[src/rtl/rfsh_pkg.sv]
package rfsh_pkg;
   localparam int RA_W = 2;

   typedef enum logic [RA_W-1:0] {
      RA_INTERVAL = 2'd0,
      RA_BASE     = 2'd1,
      RA_CTRL     = 2'd2,
      RA_STATUS   = 2'd3
   } rfsh_reg_e;
endpackage

[src/rtl/rfsh_regfile.sv]
module rfsh_regfile
   import rfsh_pkg::*;
#(
   parameter int DATA_W   = 16,
   parameter int CNT_W    = 9,
   parameter int BASE_W   = 7,
   parameter bit READ_REG = 1'b0
) (
   input  logic              clk,
   input  logic              rst_n,
   input  logic              reg_wr,
   input  logic [RA_W-1:0]   reg_addr,
   input  logic [DATA_W-1:0] reg_wdata,
   output logic [DATA_W-1:0] reg_rdata,
   input  logic [CNT_W-1:0]  count_i,
   output logic [CNT_W-1:0]  interval_o,
   output logic [BASE_W-1:0] base_o,
   output logic              en_o
);
   if (CNT_W > DATA_W || BASE_W > DATA_W) begin : g_bad_width
      $error("rfsh_regfile: field wider than data port");
   end

   logic [CNT_W-1:0]  interval_q;
   logic [BASE_W-1:0] base_q;
   logic              en_q;
   logic [DATA_W-1:0] rd_mux;
   logic              unused_wdata;

   assign unused_wdata = ^reg_wdata;

   always_ff @(posedge clk or negedge rst_n) begin
      if (!rst_n) begin
         interval_q <= '0;
         base_q     <= '0;
         en_q       <= 1'b0;
      end else if (reg_wr) begin
         case (rfsh_reg_e'(reg_addr))
            RA_INTERVAL: interval_q <= reg_wdata[CNT_W-1:0];
            RA_BASE:     base_q     <= reg_wdata[BASE_W-1:0];
            RA_CTRL:     en_q       <= reg_wdata[0];
            default:     ;
         endcase
      end
   end

   always_comb begin
      rd_mux = '0;
      case (rfsh_reg_e'(reg_addr))
         RA_INTERVAL: rd_mux[CNT_W-1:0]  = interval_q;
         RA_BASE:     rd_mux[BASE_W-1:0] = base_q;
         RA_CTRL:     rd_mux[0]          = en_q;
         RA_STATUS:   rd_mux[CNT_W-1:0]  = count_i;
         default:     rd_mux             = '0;
      endcase
   end

   if (READ_REG) begin : g_rd_flop
      always_ff @(posedge clk or negedge rst_n) begin
         if (!rst_n) reg_rdata <= '0;
         else        reg_rdata <= rd_mux;
      end
   end else begin : g_rd_comb
      assign reg_rdata = rd_mux;
   end

   assign interval_o = interval_q;
   assign base_o     = base_q;
   assign en_o       = en_q;
endmodule

[src/rtl/rfsh_pacer.sv]
module rfsh_pacer #(
   parameter int CNT_W = 9
) (
   input  logic             clk,
   input  logic             rst_n,
   input  logic             en_i,
   input  logic [CNT_W-1:0] interval_i,
   input  logic             ack_i,
   output logic [CNT_W-1:0] count_o,
   output logic             req_o
);
   if (CNT_W < 1) begin : g_bad_cnt
      $error("rfsh_pacer: CNT_W must be positive");
   end

   logic [CNT_W-1:0] count_q;
   logic             req_q;
   logic             due;

   assign due = en_i && (count_q == '0);

   always_ff @(posedge clk or negedge rst_n) begin
      if (!rst_n)                count_q <= '0;
      else if (!en_i || due)     count_q <= interval_i;
      else                       count_q <= count_q - CNT_W'(1);
   end

   always_ff @(posedge clk or negedge rst_n) begin
      if (!rst_n)       req_q <= 1'b0;
      else if (!en_i)   req_q <= 1'b0;
      else if (due)     req_q <= 1'b1;
      else if (ack_i)   req_q <= 1'b0;
   end

   assign count_o = count_q;
   assign req_o   = req_q;

   p_reload_r2: assert property (@(posedge clk) disable iff (!rst_n)
      (en_i && count_q == '0) |=> (count_q == $past(interval_i) && req_q));
   p_dec_r9: assert property (@(posedge clk) disable iff (!rst_n)
      (en_i && count_q != '0) |=> (count_q == $past(count_q) - CNT_W'(1)));
   p_hold_r4: assert property (@(posedge clk) disable iff (!rst_n)
      (en_i && req_q && !ack_i) |=> req_q);
   p_due_wins_r10: assert property (@(posedge clk) disable iff (!rst_n)
      (en_i && count_q == '0 && ack_i) |=> req_q);
endmodule

[src/rtl/rfsh_row_ctr.sv]
module rfsh_row_ctr #(
   parameter int ROW_W = 12
) (
   input  logic             clk,
   input  logic             rst_n,
   input  logic             adv_i,
   output logic [ROW_W-1:0] row_o
);
   if (ROW_W < 1) begin : g_bad_row
      $error("rfsh_row_ctr: ROW_W must be positive");
   end

   logic [ROW_W-1:0] row_q;

   always_ff @(posedge clk or negedge rst_n) begin
      if (!rst_n)     row_q <= '0;
      else if (adv_i) row_q <= row_q + ROW_W'(1);
   end

   assign row_o = row_q;

   p_row_step_r5: assert property (@(posedge clk) disable iff (!rst_n)
      (adv_i && row_q != '1) |=> (row_q == $past(row_q) + ROW_W'(1)));
   p_row_wrap_r8: assert property (@(posedge clk) disable iff (!rst_n)
      (adv_i && row_q == '1) |=> (row_q == '0));
   p_row_still_r4: assert property (@(posedge clk) disable iff (!rst_n)
      !adv_i |=> $stable(row_q));
endmodule

[src/rtl/dram_refresh_ctl.sv]
module dram_refresh_ctl
   import rfsh_pkg::*;
#(
   parameter int DATA_W   = 16,
   parameter int CNT_W    = 9,
   parameter int ROW_W    = 12,
   parameter int BASE_W   = 7,
   parameter bit READ_REG = 1'b0,
   localparam int ADDR_W  = BASE_W + ROW_W + 1
) (
   input  logic              clk,
   input  logic              rst_n,
   input  logic              reg_wr,
   input  logic [RA_W-1:0]   reg_addr,
   input  logic [DATA_W-1:0] reg_wdata,
   output logic [DATA_W-1:0] reg_rdata,
   output logic              rfsh_req,
   input  logic              rfsh_ack,
   output logic [ADDR_W-1:0] rfsh_addr
);
   logic [CNT_W-1:0]  count;
   logic [CNT_W-1:0]  interval;
   logic [BASE_W-1:0] base;
   logic [ROW_W-1:0]  row;
   logic              en;
   logic              accept;

   rfsh_regfile #(
      .DATA_W(DATA_W), .CNT_W(CNT_W), .BASE_W(BASE_W), .READ_REG(READ_REG)
   ) regs_i (
      .clk(clk), .rst_n(rst_n), .reg_wr(reg_wr), .reg_addr(reg_addr),
      .reg_wdata(reg_wdata), .reg_rdata(reg_rdata), .count_i(count),
      .interval_o(interval), .base_o(base), .en_o(en)
   );

   rfsh_pacer #(.CNT_W(CNT_W)) pacer_i (
      .clk(clk), .rst_n(rst_n), .en_i(en), .interval_i(interval),
      .ack_i(rfsh_ack), .count_o(count), .req_o(rfsh_req)
   );

   assign accept = rfsh_req && rfsh_ack;

   rfsh_row_ctr #(.ROW_W(ROW_W)) row_i (
      .clk(clk), .rst_n(rst_n), .adv_i(accept), .row_o(row)
   );

   assign rfsh_addr = {base, row, 1'b0};

   p_drop_r6: assert property (@(posedge clk) disable iff (!rst_n)
      !en |=> !rfsh_req);
   p_rest_r6: assert property (@(posedge clk) disable iff (!rst_n)
      !en |=> (count == $past(interval)));
   p_lsb_r3: assert property (@(posedge clk) disable iff (!rst_n)
      accept |-> (rfsh_addr[0] == 1'b0 && rfsh_addr[ADDR_W-1 -: BASE_W] == base));
endmodule

[config.mk]
export PLATFORM = sky130hd
export DESIGN_NAME = dram_refresh_ctl
export DESIGN_NICKNAME = d
export VERILOG_FILES = /design/src/rtl/rfsh_pkg.sv /design/src/rtl/rfsh_regfile.sv /design/src/rtl/rfsh_pacer.sv /design/src/rtl/rfsh_row_ctr.sv /design/src/rtl/dram_refresh_ctl.sv
export SDC_FILE = /design/constraint.sdc
export NUM_CORES = 1
export LEC_CHECK = 0
export BUFFER_PORTS_ARGS = -buffer_cell sky130_fd_sc_hd__buf_2
export CAP_MARGIN = 20
export CORE_ASPECT_RATIO = 0.7
export CORE_MARGIN = 1
export CORE_UTILIZATION = 42
export CTS_CLUSTER_SIZE = 24
export DETAILED_ROUTE_END_ITERATION = 8
export PLACE_DENSITY_LB_ADDON = 0.2
export RECOVER_POWER = 100
export SETUP_SLACK_MARGIN = 0.15
export SYNTH_ARGS = -nofsm -noshare
export SYNTH_HDL_FRONTEND = slang
export SYNTH_SLANG_ARGS = --single-unit
export TNS_END_PERCENT = 10
[constraint.sdc]
create_clock -name clk -period 3.73 [get_ports clk]
set_input_delay 0.1865 -clock clk [delete_from_list [all_inputs] [get_ports clk]]
set_output_delay 0.1865 -clock clk [all_outputs]
set_load 0.01 [all_outputs]
# Word level (Yosys, flattened, before mapping)
# Cells that the tools add are included.
[op_classes]
muxes = 7
n_reduce_logical = 9
add_sub_neg = 2
eq_ne = 4
[op_table]
columns = ["operator", "count"]
rows = [
  ["$pmux 6 s3", 1],
  ["$add 12x1->12 const B", 1],
  ["$logic_not 9->1", 1],
  ["$mux 9", 1],
  ["$sub 9x1->9 const B", 1],
  ["$reduce_and 2->1", 3],
  ["$eq 2x2->1 const B", 2],
  ["$pmux 1 s4", 1],
  ["$pmux 2 s2", 1],
  ["$mux 1", 3],
  ["$ne 3x2->1 const B", 1],
  ["$eq 2x1->1 const B", 1],
  ["$logic_and 1x1->1", 2],
  ["$logic_not 2->1", 1],
  ["$logic_not 1->1", 1],
  ["$logic_or 1x1->1", 1],
]
[word_totals]
elab_cells = 28
ff_bits = 39
input_bits = 22
output_inout_bits = 37

# Longest topological paths before layout
# Gate-level depths: netlist of run 1.
[depth]
word_depth = 4
ltp_mapped = 7
mapped_depth_nobuf = 6

# By module
# A second synthesis of run 1 with hierarchy kept.
[unflattened]
hier_cells = 173
hier_area_um2 = 1996.9
[by_module_without_submodules]
columns = ["module", "area_per_inst_um2", "instances", "seq_area_each_um2", "cells_each"]
rows = [
  ["rfsh_regfile", 918.4, 1, 425.4, 75],
  ["rfsh_row_ctr", 541.8, 1, 300.3, 44],
  ["rfsh_pacer", 519.2, 1, 250.2, 51],
  ["dram_refresh_ctl", 17.5, 1, 0.0, 3],
]

# Least setup slack after synthesis of run 1
# OpenSTA, ideal clock, no wires.
[synth_path]
path_type = "reg2reg"
startpoint = "register pacer_i.count_q[0], in the netlist pacer_i.count_o[0]"
endpoint = "register pacer_i.count_q[4], in the netlist pacer_i.count_o[4]"
setup_time_ps = 126
setup_slack_ps = 1926
stages_incl_launch_ff = 7
n_path_buf = 1
arrival_ps = 1678
required_ps = 3604
period_less_slack_ps = 1804
path_cell_list = "dfrtp_1 inv_1 ha_1 or3b_2 o31ai_4 buf_6 o21ai_0"
[synth_via]
elab_chain_cells = 4
elab_cells_between_ends = 5
classes_between = "1 x add/sub; 1 x mux; 3 x reduce/logical"
[synth_lines]
columns = ["item", "line", "rtl"]
rows = [
  ["start, declared", "rfsh_pacer.sv:16", "logic [CNT_W-1:0] count_q;"],
  ["start signal, assigned", "rfsh_pacer.sv:24", "else if (!en_i || due) count_q <= interval_i;"],
  ["start signal, assigned", "rfsh_pacer.sv:25", "else count_q <= count_q - CNT_W'(1);"],
  ["parallel branches: the longest is 3 deep, another holds $sub 9x1->9", "n/a", ""],
  ["$mux 9 *", "rfsh_pacer.sv:24", ""],
]
# Mark *: on every way between the ends.
# A chain may end at the register's enable or synchronous reset.

# Final worst setup path of run 1
# Ends and elaborated chain as after synthesis.

==> results of run 1 <==
[state kept, by name, indices dropped and copies added, names as in the netlist]
name / flops
regs_i.interval_o: 9
row_i.row_o: 12
pacer_i.count_o: 9
pacer_i.req_o: 1
regs_i.base_o: 7
regs_i.en_o: 1
[worst max-delay path, delay by kind of cell, from the launching register on]
family	cells	cell delay, ns
flip-flops	1	0.44
buffers and inverters	1	0.08
AND/OR/NAND/NOR	1	0.55
AO/OA/AOI/OAI	2	0.71
adder cells (fa/ha/maj)	1	0.29
[kinds of logic after synthesis]
| family | after synthesis | share of synthesized area, % |
|---|---|---|
| mux | 19 | 10.7 |
| simple gates | 54 | 12.6 |
| fa+ha+maj | 8 | 5.03 |
| compound gates | 24 | 9.81 |
| flops | 39 | 49.1 |
| xor+xnor | 15 | 6.60 |
| other cells | 1 | 0.188 |
| buf+inv | 22 | 6.04 |
[cell usage after synthesis (4+ instances only)]
| library cell | count | area share, % |
|---|---|---|
| dfrtp_1 | 39 | 49 |
| nor3_1 | 5 | 1.3 |
| buf_4 | 8 | 3.0 |
| mux2_2 | 18 | 10 |
| nand2_1 | 21 | 4.0 |
| ha_1 | 8 | 5.0 |
| nor2_1 | 14 | 2.6 |
| inv_1 | 9 | 1.7 |
| xnor2_1 | 8 | 3.5 |
| a222oi_1 | 7 | 3.5 |
| xor2_1 | 7 | 3.1 |
| o21ai_0 | 7 | 1.8 |
| clkbuf_1 | 4 | 0.75 |
[power by group through the flow]
stage	clock network (W)	logic, W	registers (W)
6_report	0.000280	0.000314	0.000619
5_1_grt	0.000310	0.000350	0.000633
4_1_cts	0.000287	0.000327	0.000618
3_5_place_dp	0	0.000326	0.000626
3_3_place_gp	0	0.000315	0.000623
2_1_floorplan	0	0.000237	0.000602
[metrics by stage]
| stage | utilization (%) | power [W] | cell area, µm² |
|---|---|---|---|
| 2_1_floorplan | - | 0.000839 | 2020 |
| 3_3_place_gp | 49.7 | 0.000937 | 2210 |
| 3_5_place_dp | 49.7 | 0.000952 | 2210 |
| 4_1_cts | 51.5 | 0.00123 | 2290 |
| 5_1_grt | 50.6 | 0.00129 | 2250 |
| 6_report | 50.6 | 0.00121 | 2250 |
[metal layers]
layer	global-route usage, %	vias up	wire, µm
met1	27.6	684	2170
li1	-	708	-
met4	8.87	0	70
met3	4.04	7	245
met2	25.5	49	1700
met5	0	-	0
[final cells by class]
class	count	area, µm²
sequential	39	976
inverter	9	33.8
timing repair buffer	43	175
clock inverter	1	5.00
fill	450	2200
multi-input combinational	128	920
clock buffer	7	76.3
tap	55	68.8
[final timing paths]
check                                   start                   end  slack, ns
setup / recovery           pacer_i.count_o[0]    pacer_i.count_o[4]       1.50
hold / removal                   reg_wdata[8]  regs_i.interval_o[8]       0.12
setup reg to reg           pacer_i.count_o[0]    pacer_i.count_o[4]       1.50
hold reg to reg               row_i.row_o[11]       row_i.row_o[11]       0.47
max in group asynchronous               rst_n    pacer_i.count_o[2]       2.04
min in group asynchronous               rst_n       row_i.row_o[10]       0.49
==> impl_metrics.csv, run 1 <==
group,metric,value,unit
status,status,"complete, but fails checks",
status,violations,"DRC, capacitance limit, slew limit",
logic_synthesis,synth_cells,182,
place,pre_cts_slack,1.49,ns
logic_synthesis,ys_types,34,
sta,holdWs,0.124,ns
global_route,antenna_found_initial,0,
cts,cts_buffers,5,
routing,num_vias,1448,
routing,antenna_left,0,
logic_synthesis,async_flop_share,100,%
routing,dr.first_iter.drc_count,119,
cells_and_area,layout-drive-gt1-share,18.1,%
place,hpwl,2940,µm
pwr,p_leak,1.02,nW
cts,cts_max_path_buffers,2,
global_route,overflow,0,
cts,cts_resized,0,
logic_synthesis,yosysWarnings,0,
cells_and_area,area_growth,13.3,%
cts,cts_num_sinks,39,
sta,finalCriticalPeriod,2.23,ns
floorplanning,die_area,5020,µm²
cts,cts_tree,"built",
sta,setup_viol,0,
routing,post-route-drc-count,10,
pwr,ir_drop,0.248,mV
pwr,p_per_area,538,nW/µm²
cells_and_area,final_nets,256,
cts,post-cts-setup-buffers,0,
floorplanning,ioPinCount,59,
global_route,grt_pass1_vias,1334,
logic_synthesis,postSynthAreaPerCell,10.9,µm²
global_route,grt_pass1_wl,6820,µm
sta,slew_violations,40,
routing,wl_per_cell,14.8,µm
cts,hold_buffers,0,
setup_path,rr_worst_depth,5,
global_route,grt_usage,18.5,%
sta,final.setup_skew,0.00704,ns
routing,firstDrtPassIters,6,
floorplanning,die_h,59.6,µm
pwr,clkPwrFrac,23.1,%
cts,clk_latency,0.29,ns
global_route,grt_max_degree,40,
cells_and_area,final_common_cell,"dfrtp_1",
sta,min_period_over_period,59.9,%
place,io_buffers,43,
pwr,p_int,0.000790,W
floorplanning,row_count,20,
logic_synthesis,yosysSeqAreaShare,49.1,%
sta,fmax,0.448,GHz
place,gp_congestion,0.753,
worst_hold_path,worstHoldPathCells,2,
logic_synthesis,ys.flop_type,"dfrtp_1",
routing,wirelength,4180,µm
logic_synthesis,ys_ff_latch,39,
setup_path,critical_path_class,"reg2reg",
cells_and_area,layout_common_cells,"39 x dfrtp_1, 34 x clkbuf_1, 21 x nand2_1",
setup_path,crit_slowest_cell,"or3b_2",
cts,htree_levels,2,
flow_run,maxCapViolCount,1,
sta,fin_ws,1.50,ns
place,place_inst,274,
setup_path,critPathArrivalTime,2.37,ns
floorplanning,start_util,44.7,%
pwr,p_sw_share,34.9,%
cts,clk_pin_slew,0.08,ns
sta,rsz0062_at_grt,"no",
pwr,p_seq_share,51.1,%
sta,slew_headroom,-39.5,%
cells_and_area,final_cells,282,
setup_path,worst_setup_path_start_kind,"flop",
sta,final_hold_viol_count,0,
floorplanning,fp.coreArea,4450,µm²
logic_synthesis,synth_edf_count,0,
setup_path,cp_slowest_stage_delay,0.55,ns
setup_path,cp-end-kind,"flop",
sta,fin_tns_setup,0,ns
pwr,combPwrFrac,25.9,%
pwr,switching_power,0.000423,W
routing,via_per_inst,5.13,
setup_path,critical_path_peak_fanout,14,
cts,cts-root-buf,"clkbuf_8",
cells_and_area,insertedDiodeCount,0,
floorplanning,die_w,84.3,µm
setup_path,crit_required,3.87,ns
sta,worstMarginPinSlew,2.09,ns
logic_synthesis,syn_area,1990,µm²
worst_hold_path,hold_class,"in2reg",
setup_path,crit_chain,"inv_1 > ha_1 > or3b_2 > o31ai_4 > o21ai_0",
Power figures use the tool's default switching activity.
==> inputs of run 2 (changes only) <==
--- a/config.mk
+++ b/config.mk
@@ -5,6 +5,7 @@
 export SDC_FILE = /design/constraint.sdc
 export NUM_CORES = 1
 export LEC_CHECK = 0
+export ABC_AREA = 1
 export BUFFER_PORTS_ARGS = -buffer_cell sky130_fd_sc_hd__buf_2
 export CAP_MARGIN = 20
 export CORE_ASPECT_RATIO = 0.7
==> constraint.sdc (replaced) <==
create_clock -name clk -period 2.2 [get_ports clk]
set_input_delay 0.11 -clock clk [delete_from_list [all_inputs] [get_ports clk]]
set_output_delay 0.11 -clock clk [all_outputs]
set_load 0.01 [all_outputs]
==> impl_metrics.csv, run 2 <==
group,metric,value,unit
pwr,p_seq_share,47.0,%
cells_and_area,fill_cells,508,
floorplanning,fp.coreArea,4910,µm²
sta,slew_headroom,35.5,%
routing,dr.first_iter.drc_count,80,
pwr,clkPwrFrac,21.6,%
setup_path,critPathArrivalTime,1.89,ns
setup_path,rrSetupSlack,0.53,ns
cts,cts_resized,0,
cells_and_area,largest_reg_flops,12,
floorplanning,die_area,5550,µm²
pwr,p_per_area,915,nW/µm²
cts,cts-root-buf,"clkbuf_8",
sta,slew_violations,0,
setup_path,critical_path_class,"reg2reg",
global_route,grt_max_degree,40,
setup_path,cp-end-kind,"flop",
global_route,antenna_found_initial,0,
worst_hold_path,worstHoldPathCells,2,
setup_path,rr_worst_depth,8,
sta,finalCriticalPeriod,1.67,ns
setup_path,worst_setup_path_start_kind,"flop",
routing,num_vias,1834,
cells_and_area,final_nets,353,
sta,min_period_over_period,75.8,%
cells_and_area,seqCellArea,976,µm²
cts,cts_max_path_buffers,2,
pwr,combPwrFrac,31.3,%
routing,post-route-drc-count,0,
cts,cts_buffers,5,
pwr,ir_drop,0.357,mV
sta,fin_tns_setup,0,ns
place,gp_congestion,0.799,
setup_path,cpMostUsedCell,"nand2_1",
logic_synthesis,synthAdderAreaFrac,4.54,%
logic_synthesis,ys.flop_type,"dfrtp_1",
sta,setup_viol,0,
logic_synthesis,yosysMostFrequentCell,"nand2_1",
sta,rsz0062_at_grt,"no",
pwr,p_leak,1.30,nW
setup_path,critical_path_peak_fanout,9,
flow_run,maxCapViolCount,0,
global_route,overflow,0,
cells_and_area,multiInputGateArea,983,µm²
cells_and_area,final_area,2460,µm²
floorplanning,row_count,21,
setup_path,cp_slowest_stage_delay,0.37,ns
global_route,grt_usage,18.5,%
routing,wl_per_cell,11.9,µm
sta,fmax,0.600,GHz
cts,htree_levels,2,
place,hpwl,3470,µm
logic_synthesis,synth_edf_count,0,
logic_synthesis,synth_top_family_by_area,"simple AND/OR/NAND/NOR gates",
cells_and_area,insertedDiodeCount,0,
logic_synthesis,synthMuxAreaShare,1.02,%
floorplanning,start_util,44.9,%
floorplanning,ioPinCount,59,
sta,worstMarginPinSlew,0.967,ns
floorplanning,die_w,88.6,µm
logic_synthesis,ys_types,28,
cts,clk_latency,0.29,ns
cells_and_area,final_common_cell,"nand2_1",
setup_path,crit_chain,"inv_1 > ha_1 > nand2_4 > nor2_1 > nand2_1 > nand2_8 > nand2_1 > nand2_1",
logic_synthesis,synth_compound_area_share,6.69,%
sta,final.setup_skew,0.00828,ns
pwr,p_sw_share,37.8,%
routing,firstDrtPassIters,4,
logic_synthesis,synth_common_cells,"101 x nand2_1, 39 x dfrtp_1, 38 x inv_1",
floorplanning,die_h,62.6,µm
routing,wirelength,4650,µm
cts,cts_tree,"built",
global_route,grt_pass1_vias,1659,
setup_path,crit_required,2.42,ns
logic_synthesis,netlist.top_cell.by_area,"dfrtp_1",
pwr,p_int,0.00140,W
place,io_buffers,43,
routing,via_per_inst,4.68,
pwr,switching_power,0.000853,W
sta,final_hold_viol_count,0,
worst_hold_path,hold_class,"in2reg",
logic_synthesis,async_flop_share,100,%
logic_synthesis,synth_cells,278,
cells_and_area,layout-drive-gt1-share,8.05,%
status,status,"completed",
setup_path,crit_slowest_cell,"dfrtp_1",
logic_synthesis,ys_ff_latch,39,
cts,clk_pin_slew,0.07,ns
logic_synthesis,netlist.area_leader.share,44.2,%
place,dpl_cell_area,2440,µm²
cts,post-cts-setup-buffers,0,
cells_and_area,layout_common_cells,"103 x nand2_1, 39 x dfrtp_1, 38 x inv_1",
cts,cts_num_sinks,39,
routing,antenna_left,0,
global_route,grt_pass1_wl,7840,µm
logic_synthesis,syn_area,2210,µm²
logic_synthesis,synth-xor-area-share,3.18,%
logic_synthesis,yosys-top-cells-area,"dfrtp_1 44%, nand2_1 17%, inv_1 6.5%, ha_1 4.5%, o21ai_0 3.9%",
logic_synthesis,yosysWarnings,0,
logic_synthesis,postSynthAreaPerCell,7.93,µm²
logic_synthesis,yosys.area_share.simple,29.4,%
logic_synthesis,yosysSeqAreaShare,44.2,%
cells_and_area,area_growth,11.6,%
[run 2: worst paths after layout]
check                                      from              endpoint
max                          pacer_i.count_o[0]    pacer_i.count_o[4]
min                                reg_wdata[8]  regs_i.interval_o[8]
max reg2reg                  pacer_i.count_o[0]    pacer_i.count_o[4]
min reg2reg                regs_i.interval_o[6]    pacer_i.count_o[6]
max in group asynchronous                 rst_n    pacer_i.count_o[5]
min in group asynchronous                 rst_n      regs_i.base_o[3]
[run 2: power by group through the flow]
| stage | clock [W] | sequential (W) | combinational (W) |
|---|---|---|---|
| 2_1_floorplan | 0 | 0.00104 | 0.000553 |
| 3_5_place_dp | 0 | 0.00107 | 0.000745 |
| 5_1_grt | 0.000527 | 0.00109 | 0.000813 |
| 6_report | 0.000488 | 0.00106 | 0.000705 |
| 3_3_place_gp | 0 | 0.00106 | 0.000729 |
| 4_1_cts | 0.000496 | 0.00106 | 0.000752 |
[run 2: cells by family (layout without fill, tap and decap cells)]
| group | count (synthesis) | in the layout |
|---|---|---|
| buffers and inverters | 51 | 89 |
| other | 1 | 8 |
| flip-flops | 39 | 39 |
| AND/OR/NAND/NOR | 142 | 142 |
| adder cells (fa/ha/maj) | 8 | 8 |
| AO/OA/AOI/OAI | 27 | 27 |
| XOR/XNOR | 8 | 8 |
| multiplexers | 2 | 2 |
[run 2: layout make-up]
cell class	count	share of cell area, %
timing repair buffer	44	7.57
tap	69	3.51
clock inverter	1	0.203
sequential	39	39.6
clock buffer	6	3.35
inverter	38	5.79
multi-input combinational	195	39.9
[run 2: layer usage]
layer	wire length (µm)	global-route usage, %	vias up
li1	-	-	936
met1	2580	29.6	853
met2	1840	25.3	41
met3	201	3.96	4
met4	31	3.63	0
met5	0	0	-
[run 2: critical path: cells and delay by family (launching register included)]
kind                       cells  cell delay, ns
and+or+nand+nor                6            0.82
adders and majority gates      1            0.30
DFF                            1            0.37
buffers and inverters          1            0.11
[run 2: through the flow]
stage / hold WS [ns] / std cells / worst slack, ns / util (%) / total power (W)
CTS: 0.0472 / 392 / 0.678 / 51.6 / 0.00231
finish: 0.0517 / 392 / 0.532 / 50.1 / 0.00225
global route: 0.0475 / 392 / 0.354 / 50.1 / 0.00243
detailed placement: 0.276 / 384 / 0.569 / 49.7 / 0.00182
floorplan: -0.186 / 285 / 0.959 / - / 0.00159
global placement: 0.284 / 384 / 0.598 / 49.7 / 0.00179
[run 2: what timing repair did]
action	CTS	global route
hold buffers	1	0
hold endpoints to repair	39	0
setup endpoints to repair	0	0
==> inputs of run 3 (changes only) <==
--- a/config.mk
+++ b/config.mk
@@ -5,7 +5,7 @@
 export SDC_FILE = /design/constraint.sdc
 export NUM_CORES = 1
 export LEC_CHECK = 0
-export ABC_AREA = 1
+export ABC_AREA = 0
 export BUFFER_PORTS_ARGS = -buffer_cell sky130_fd_sc_hd__buf_2
 export CAP_MARGIN = 20
 export CORE_ASPECT_RATIO = 0.7
==> constraint.sdc (replaced) <==
create_clock -name clk -period 1.6 [get_ports clk]
set_input_delay 0.08 -clock clk [delete_from_list [all_inputs] [get_ports clk]]
set_output_delay 0.08 -clock clk [all_outputs]
set_load 0.01 [all_outputs]
==> impl_metrics.csv, run 3 (synthesis results as in run 1) <==
group,metric,value,unit
cts,cts_max_path_buffers,2,
routing,antenna_left,0,
routing,wl_per_cell,14.1,µm
cells_and_area,final_nets,272,
pwr,clkPwrFrac,21.8,%
setup_path,cp-end-kind,"flop",
cells_and_area,final_area,2420,µm²
global_route,antenna_found_initial,0,
pwr,switching_power,0.00107,W
setup_path,worst_setup_path_start_kind,"flop",
place,place_inst,289,
sta,fmax,0.614,GHz
global_route,use_met1,26.0,%
cts,clk_latency,0.30,ns
flow_run,maxCapViolCount,0,
routing,post-route-drc-count,8,
pwr,ir_drop,0.638,mV
floorplanning,start_util,44.7,%
sta,worstMarginPinSlew,0.956,ns
pwr,p_seq_share,44.3,%
cells_and_area,area_growth,21.6,%
status,status,"complete, but fails checks",
routing,wirelength,4210,µm
cts,htree_levels,2,
cells_and_area,multiInputGateArea,940,µm²
cells_and_area,final_cells,298,
floorplanning,die_w,84.3,µm
cells_and_area,largest_reg_flops,12,
pwr,p_leak,1.11,nW
cells_and_area,fill_cells,433,
pwr,p_sw_share,34.7,%
place,hpwl,3090,µm
routing,dr.first_iter.drc_count,147,
global_route,grt_pass1_vias,1442,
place,gp_congestion,0.789,
cts,cts-root-buf,"clkbuf_8",
cells_and_area,insertedDiodeCount,0,
global_route,overflow,0,
setup_path,critical_path_peak_fanout,14,
sta,slew_violations,0,
cells_and_area,layout_common_cells,"38 x dfrtp_1, 30 x clkbuf_1, 21 x nand2_1",
floorplanning,row_count,20,
global_route,met2_usage,26.9,%
pwr,combPwrFrac,33.9,%
floorplanning,ioPinCount,59,
sta,fin_ws,-0.0287,ns
sta,final.setup_skew,0.00439,ns
floorplanning,die_h,59.6,µm
cells_and_area,final_core_util,54.3,%
place,dpl_cell_area,2350,µm²
status,violations,"DRC, setup timing",
cts,clk_pin_slew,0.08,ns
setup_path,crit_required,1.83,ns
cts,cts_tree,"built",
cells_and_area,layout-drive-gt1-share,26.7,%
sta,min_period_over_period,102,%
sta,finalCriticalPeriod,1.63,ns
setup_path,critPathArrivalTime,1.86,ns
global_route,grt_usage,18.7,%
pwr,p_int,0.00202,W
sta,final_hold_viol_count,0,
sta,setup_viol,7,
sta,slew_headroom,36.2,%
setup_path,rrSetupSlack,-0.03,ns
worst_hold_path,hold_class,"in2reg",
global_route,grt_most_used_layer,"met2",
floorplanning,fp.coreArea,4450,µm²
global_route,grt_use_met3,6.27,%
cts,cts_buffers,5,
floorplanning,die_area,5020,µm²
routing,num_vias,1522,
global_route,grt_pass1_wl,6960,µm
cts,cts_num_sinks,39,
cells_and_area,final_common_cell,"dfrtp_1",
setup_path,critical_path_class,"reg2reg",
pwr,p_per_area,1280,nW/µm²
cells_and_area,seqCellArea,977,µm²
sta,rsz0062_at_grt,"yes",
routing,via_per_inst,5.11,
place,io_buffers,43,
routing,firstDrtPassIters,7,
global_route,grt_max_degree,40,
run 3: cell types whose count changed in the layout (fill, tap and decap cells not counted), moves of 4 or more:
cell	previous run	this run
o21ai_0	17	3
nand3_1	13	2
nand2_1	103	21
mux2_2	2	18
a222oi_1	0	7
buf_2	11	17
nand3b_1	4	0
inv_1	38	7
buf_4	0	6
xnor2_1	3	8
o21ai_1	0	4
run 3: worst paths after layout:
path | cells after the start | endpoint | startpoint
max in group asynchronous | 3 | pacer_i.count_o[6] | rst_n
worst min register to register | 1 | row_i.row_o[11] | row_i.row_o[11]
worst max register to register | 5 | pacer_i.count_o[5] | pacer_i.count_o[4]
min in group asynchronous | 3 | row_i.row_o[0] | rst_n
worst min-delay path | 2 | regs_i.interval_o[7] | reg_wdata[7]
worst max-delay path | 5 | pacer_i.count_o[5] | pacer_i.count_o[4]
run 3: metal layers:
metal  vias to the layer above  part of all wire [%]  routed length [µm]
met5                         -                     0                   0
met4                         0                   1.5                  63
met3                         8                   6.8                 287
met2                        53                    41                1730
met1                       723                    50                2120
li1                        738                     -                   -
run 3: cell type report:
| cell class | instances | share of cell area (%) |
|---|---|---|
| clock inverters | 3 | 0.827 |
| well taps | 55 | 2.84 |
| multi-input cells | 128 | 38.8 |
| repair buffers | 59 | 12.9 |
| clock buffers | 5 | 2.84 |
| flip-flops and latches | 39 | 40.4 |
| inverters | 9 | 1.40 |
run 3: what timing repair did:
action | 4_1_cts | 5_1_grt
hold endpoints to repair | 39 | 0
hold buffers | 1 | 0
pin swaps | 7 | 12
gates resized for setup | 3 | 6
setup endpoints to repair | 14 | 21
buffers inserted | 0 | 0
run 3: critical path: stages, from the launching register on:
cell     delay (ns)
dfrtp_1        0.38
or4_4          0.58
o31ai_4        0.29
buf_12         0.17
nand2_1        0.06
o21ai_1        0.07
run 3: stage by stage:
step	setup TNS [ns]	hold slack (ns)	power, W	worst slack (ns)
floorplan	-0.317	-0.216	0.00201	-0.0545
global placement	0	0.170	0.00240	0.00689
detailed placement	-0.250	0.164	0.00243	-0.0446
CTS	-0.160	0.00753	0.00312	-0.0320
global route	-0.683	0.00738	0.00331	-0.0984
finish	-0.122	0.0104	0.00310	-0.0287
run 3: power groups by stage:
stage / registers [W] / clock network (W) / logic [W]
floorplan: 0.00141 / 0 / 0.000597
global placement: 0.00137 / 0 / 0.00103
detailed placement: 0.00138 / 0 / 0.00105
CTS: 0.00136 / 0.000690 / 0.00107
global route: 0.00140 / 0.000735 / 0.00117
finish: 0.00137 / 0.000676 / 0.00105
